`config.mk`:
```
export PLATFORM = sky130hd
export DESIGN_NAME = byte_align_unit
export DESIGN_NICKNAME = d
export VERILOG_FILES = /design/src/rtl/balign_pkg.sv /design/src/rtl/balign_decode.sv /design/src/rtl/balign_funnel.sv /design/src/rtl/balign_regfile.sv /design/src/rtl/byte_align_unit.sv
export SDC_FILE = /design/constraint.sdc
export NUM_CORES = 2
export LEC_CHECK = 0
export ABC_CLOCK_PERIOD_IN_PS = 8700
export BUFFER_PORTS_ARGS = -buffer_cell sky130_fd_sc_hd__buf_4
export CORE_MARGIN = 4
export CORE_UTILIZATION = 26
export CTS_BUF_LIST = sky130_fd_sc_hd__clkbuf_8 sky130_fd_sc_hd__clkbuf_16
export DETAILED_ROUTE_END_ITERATION = 6
export PLACE_DENSITY = 0.51
export SYNTH_ARGS = -nofsm -noshare
export SYNTH_HDL_FRONTEND = slang
export SYNTH_HIERARCHICAL = 1
export SYNTH_SLANG_ARGS = --single-unit
```
`constraint.sdc`:
```
create_clock -name clk -period 8.7 [get_ports clk]
set_input_delay 0.87 -clock clk [delete_from_list [all_inputs] [get_ports clk]]
set_output_delay 0.87 -clock clk [all_outputs]
set_load 0.05 [all_outputs]
```
`src/rtl/balign_pkg.sv`:
```
package balign_pkg;

    localparam int INSN_W = 32;
    localparam logic [5:0] MAJOR_CODE = 6'h1C;

    // Field order matches bit positions 31..0 of the instruction word.
    typedef struct packed {
        logic [5:0] major;    // 31:26
        logic [2:0] win;      // 25:23
        logic [1:0] pad;      // 22:21
        logic [2:0] minor;    // 20:18
        logic [3:0] sec_idx;  // 17:14
        logic [3:0] fst_idx;  // 13:10
        logic [3:0] dst_idx;  // 9:6
        logic [5:0] pool;     // 5:0
    } insn_t;

endpackage

```
`src/rtl/balign_decode.sv`:
```
module balign_decode
    import balign_pkg::*;
#(
    parameter logic [5:0] POOL_CODE  = 6'h10,
    parameter logic [2:0] MINOR_CODE = 3'd3,
    parameter int         NBYTES     = 4
) (
    input  logic              valid,
    input  logic [INSN_W-1:0] word,
    output logic [3:0]        fst_idx,
    output logic [3:0]        sec_idx,
    output logic [3:0]        dst_idx,
    output logic [2:0]        win,
    output logic              we
);

    insn_t f;
    logic  id_ok;
    logic  form_ok;

    always_comb begin
        f       = insn_t'(word);
        id_ok   = (f.major == MAJOR_CODE) && (f.pool == POOL_CODE) &&
                  (f.minor == MINOR_CODE);
        form_ok = (f.pad == 2'b00) && (f.dst_idx != 4'd0) &&
                  (int'(f.win) <= NBYTES);
        we      = valid && id_ok && form_ok;
        fst_idx = f.fst_idx;
        sec_idx = f.sec_idx;
        dst_idx = f.dst_idx;
        win     = f.win;
    end

endmodule

```
`src/rtl/balign_funnel.sv`:
```
module balign_funnel #(
    parameter int NBYTES = 4,
    parameter int WIN_W  = 3
) (
    input  logic [8*NBYTES-1:0] hi,
    input  logic [8*NBYTES-1:0] lo,
    input  logic [WIN_W-1:0]    shift,
    output logic [8*NBYTES-1:0] y
);

    localparam int SBYTES = 2 * NBYTES;

    logic [8*SBYTES-1:0] stream;
    logic [7:0]          sb   [SBYTES];
    logic [7:0]          ob   [NBYTES];

    assign stream = {hi, lo};

    // sb[0] is the most significant byte of the stream.
    for (genvar i = 0; i < SBYTES; i++) begin : g_split
        assign sb[i] = stream[(SBYTES-1-i)*8 +: 8];
    end

    always_comb begin
        for (int k = 0; k < NBYTES; k++) begin
            ob[k] = 8'h00;
            for (int j = 0; j <= NBYTES; j++) begin
                if (int'(shift) == j) begin
                    ob[k] = sb[k+j];
                end
            end
        end
    end

    for (genvar k = 0; k < NBYTES; k++) begin : g_pack
        assign y[(NBYTES-1-k)*8 +: 8] = ob[k];
    end

endmodule

```
`src/rtl/balign_regfile.sv`:
```
module balign_regfile #(
    parameter int DATA_W = 32,
    parameter int NREG   = 16,
    parameter int IDX_W  = 4
) (
    input  logic              clk,
    input  logic              rst,
    input  logic              inst_we,
    input  logic [IDX_W-1:0]  inst_idx,
    input  logic [DATA_W-1:0] inst_data,
    input  logic              host_we,
    input  logic [IDX_W-1:0]  host_idx,
    input  logic [DATA_W-1:0] host_data,
    input  logic [IDX_W-1:0]  ra_idx,
    output logic [DATA_W-1:0] ra_data,
    input  logic [IDX_W-1:0]  rb_idx,
    output logic [DATA_W-1:0] rb_data,
    input  logic [IDX_W-1:0]  rc_idx,
    output logic [DATA_W-1:0] rc_data
);

    typedef struct packed {
        logic [NREG-1:0][DATA_W-1:0] r;
    } rf_t;

    rf_t rf_d;
    rf_t rf_q;

    always_comb begin
        rf_d = rf_q;
        if (host_we) begin
            rf_d.r[host_idx] = host_data;
        end
        // Instruction result is applied last so it wins a same-index clash.
        if (inst_we) begin
            rf_d.r[inst_idx] = inst_data;
        end
        rf_d.r[0] = '0;
    end

    always_ff @(posedge clk) begin
        if (rst) begin
            rf_q <= '0;
        end else begin
            rf_q <= rf_d;
        end
    end

    assign ra_data = (ra_idx == '0) ? '0 : rf_q.r[ra_idx];
    assign rb_data = (rb_idx == '0) ? '0 : rf_q.r[rb_idx];
    assign rc_data = (rc_idx == '0) ? '0 : rf_q.r[rc_idx];

endmodule

```
`src/rtl/byte_align_unit.sv`:
```
module byte_align_unit #(
    parameter int         DATA_W     = 32,
    parameter int         NREG       = 16,
    parameter logic [5:0] POOL_CODE  = 6'h10,
    parameter logic [2:0] MINOR_CODE = 3'd3
) (
    input  logic              clk,
    input  logic              rst,
    input  logic              instr_valid,
    input  logic [31:0]       instr_word,
    input  logic              host_we,
    input  logic [3:0]        host_waddr,
    input  logic [DATA_W-1:0] host_wdata,
    input  logic [3:0]        rd_addr,
    output logic [DATA_W-1:0] rd_data
);

    localparam int NBYTES = DATA_W / 8;
    localparam int IDX_W  = $clog2(NREG);
    localparam int WIN_W  = 3;

    logic [3:0]        fst_idx;
    logic [3:0]        sec_idx;
    logic [3:0]        res_idx;
    logic [WIN_W-1:0]  win;
    logic              res_we;
    logic [DATA_W-1:0] src_hi_data;
    logic [DATA_W-1:0] src_lo_data;
    logic [DATA_W-1:0] res_data;

    balign_decode #(
        .POOL_CODE  (POOL_CODE),
        .MINOR_CODE (MINOR_CODE),
        .NBYTES     (NBYTES)
    ) u_dec (
        .valid   (instr_valid),
        .word    (instr_word),
        .fst_idx (fst_idx),
        .sec_idx (sec_idx),
        .dst_idx (res_idx),
        .win     (win),
        .we      (res_we)
    );

    balign_funnel #(
        .NBYTES (NBYTES),
        .WIN_W  (WIN_W)
    ) u_fun (
        .hi    (src_hi_data),
        .lo    (src_lo_data),
        .shift (win),
        .y     (res_data)
    );

    balign_regfile #(
        .DATA_W (DATA_W),
        .NREG   (NREG),
        .IDX_W  (IDX_W)
    ) u_rf (
        .clk       (clk),
        .rst       (rst),
        .inst_we   (res_we),
        .inst_idx  (res_idx),
        .inst_data (res_data),
        .host_we   (host_we),
        .host_idx  (host_waddr),
        .host_data (host_wdata),
        .ra_idx    (fst_idx),
        .ra_data   (src_hi_data),
        .rb_idx    (sec_idx),
        .rb_data   (src_lo_data),
        .rc_idx    (rd_addr),
        .rc_data   (rd_data)
    );

endmodule

```
==> flow_summary.toml <==
[placement]
dp_cells = 5131
portBuffers = 107
routabilityCongestion = 0.830
dp_hpwl_um = 87900
placed_area_sq_um = 36300

[yosys]
avgSynthCellArea_sq_um = 9.37
syn_area_sq_um = 34500
async_flop_share_pct = 0
synth_top_area_share_pct = 27.9
synth_edf_count = 0
ys.flop_type = "dfxtp_1"
netlist_top_cells_area = "dfxtp_1, mux4_2, mux2i_1"
synthCells = 3683
synth_top_area_cell = "dfxtp_1"
synth_seq_cells = 480
yosysWarningCount = 6
synth_seq_area_share_pct = 27.9
ys_types = 37
syn_nets = 3759

[clock_tree]
cts_setup_buffers = 0
clockRootBuffer = "clkbuf_16"
cts.repair.resized = 0
cts_hold_buf = 0
clkSinkCount = 480
cts_buffer_depth = 3
htree_levels = 2
cts_tree = "yes"
cts_buffers = 58
clkLatencyLatePin_ns = 0.66
clk_pin_slew_ns = 0.06

[global_routing]
grt_pass1_vias = 30813
grt_max_degree = 171
grt_first_pass_wirelength_um = 231000
grt_usage_pct = 22.5
grt.overflow.total = 0
antenna_found_initial = 12

[floorplan]
top_level_ports = 108
row_count = 133
die-area_sq_um = 139000
start_util_pct = 26.2
core-area_sq_um = 132000
dieHeight_um = 372
die_w_um = 372

[worst_setup_path]
crit_required_ns = 7.83
crit_arrival_ns = 3.86
worstSetupPathType = "input port to output pin"
end_kind = "output pin"
path_max_fanout = 66
setup.worst_path.start_class = "input port"

[cells_and_area]
final-seq-area_sq_um = 9610
synthToLayoutAreaGrowth_pct = 10.9
layout_commonest_cell = "nor2_1"
layout_common_cells = "nor2_1, dfxtp_1, mux2i_1, mux4_2, o21ai_0"
multi_input_area_sq_um = 22900
largest_reg_flops = 480
largest-register = "u_rf/rf_q"
reg_top3 = "u_rf/rf_q x480"
final_nets = 3512
layout-drive-gt1-share_pct = 21.4
instances_no_fill = 5245
final_core_util_pct = 29.1
post-route-cell-area_sq_um = 38300
nFillCells = 13585

[pwr]
p_switching_mw = 1.67
seqPwrFrac_pct = 39.9
power_density_nw_per_um2 = 148
p_int_mw = 3.99
clkPwrFrac_pct = 45.9
report.power.total_mw = 5.66
vdd_ir_drop_max_mv = 0.136
power.leakage_nw = 14.2
p_sw_share_pct = 29.5
combPwrFrac_pct = 14.2

[timing]
finClkSkew_ns = 0.0180
rsz0062_at_grt = "no"
slew_viol_final = 0
slew_headroom_pct = 9.63
setup_violations = 0
tightest_slew_ns = 1.36
finalCritPeriodShare_pct = 54.4
finalHoldViolCount = 0
finalCriticalPeriod_ns = 4.73
tns_ns = 0
fmax_mhz = 211

[worst_hold_path]
hp-class = "flip-flop to flip-flop"

[job]
max_cap_viol_count = 0

[route]
ant_nets = 0
wl_per_cell_um = 30.9
drt_first_pass_iters = 6
vias = 32767
drt-vias-per-instance = 6.25
drc = 0
wirelength_um = 162000
initialDrtViolationCount = 4198

[status]
status = "finished clean"
cells in the mapped netlist (3+ instances only):
| master | n |
|---|---|
| nand3b_1 | 33 |
| buf_2 | 81 |
| buf_1 | 11 |
| nand3_1 | 6 |
| dfxtp_1 | 480 |
| o22ai_1 | 41 |
| or3_1 | 3 |
| buf_4 | 57 |
| nor2b_1 | 8 |
| mux2_2 | 96 |
| mux4_2 | 316 |
| nand2_1 | 301 |
| a21oi_1 | 83 |
| buf_6 | 7 |
| a311oi_1 | 288 |
| mux2i_1 | 321 |
| a221o_1 | 50 |
| clkbuf_1 | 344 |
| a211oi_1 | 192 |
| o221ai_1 | 18 |
| nand2b_1 | 38 |
| a22o_1 | 46 |
| nor2_1 | 511 |
| o21ai_0 | 303 |
| nor3_1 | 3 |
| o21a_1 | 30 |
layout make-up:
type	instances	area share, %
clock buffer	77	4.56
sequential	480	25.1
multi-input combinational	2703	59.9
clock inverter	30	0.621
antenna	7	0.0458
timing repair buffer	193	3.98
tap	1755	5.74
power by group through the flow:
stage                     clock network [mW]  logic (mW)  registers, mW
after global routing                    2.70       0.828           2.26
after global placement                     0       0.780           2.30
final                                   2.60       0.803           2.26
after floorplan                            0       0.500           2.29
after CTS                               2.61       0.784           2.25
after detailed placement                   0       0.783           2.30
cells by family after synthesis:
group                  share of synthesized area [%]
DFF                                             27.9
and+or+nand+nor                                 11.0
AOI/OAI and AO/OA                               21.6
buffers and inverters                           6.51
muxes                                           33.1
final timing paths:
path                               end  slack (ns)                      start  cells after the start
min          u_rf/rf_q[460]$_SDFF_PP0_        0.52  u_rf/rf_q[460]$_SDFF_PP0_                      2
min reg2reg  u_rf/rf_q[460]$_SDFF_PP0_        0.52  u_rf/rf_q[460]$_SDFF_PP0_                      2
max reg2reg  u_rf/rf_q[162]$_SDFF_PP0_        5.51   u_rf/rf_q[66]$_SDFF_PP0_                      9
max                        rd_data[12]        3.97                 rd_addr[0]                      7
metal layers:
layer | vias up | track usage (%) | wire length (um)
li1 | 13716 | - | -
met1 | 16486 | 29.2 | 64400
met2 | 2108 | 35.6 | 73700
met3 | 455 | 4.26 | 15100
met4 | 2 | 11.6 | 8740
met5 | - | 0 | 13
critical path: stages:
cell	delay, ns
clkbuf_8	0.67
buf_4	0.73
nor2b_2	0.08
buf_4	0.32
a22o_1	0.30
mux4_2	0.57
buf_4	0.24
stage by stage:
stage | setup WS [ns] | hold WS (ns)
6_report | 3.97 | 0.524
5_1_grt | 3.81 | 0.551
4_1_cts | 3.94 | 0.526
3_5_place_dp | 3.48 | 0.515
3_3_place_gp | 3.44 | 0.512
2_1_floorplan | 5.18 | 0.491
Power figures use the tool's default switching activity.
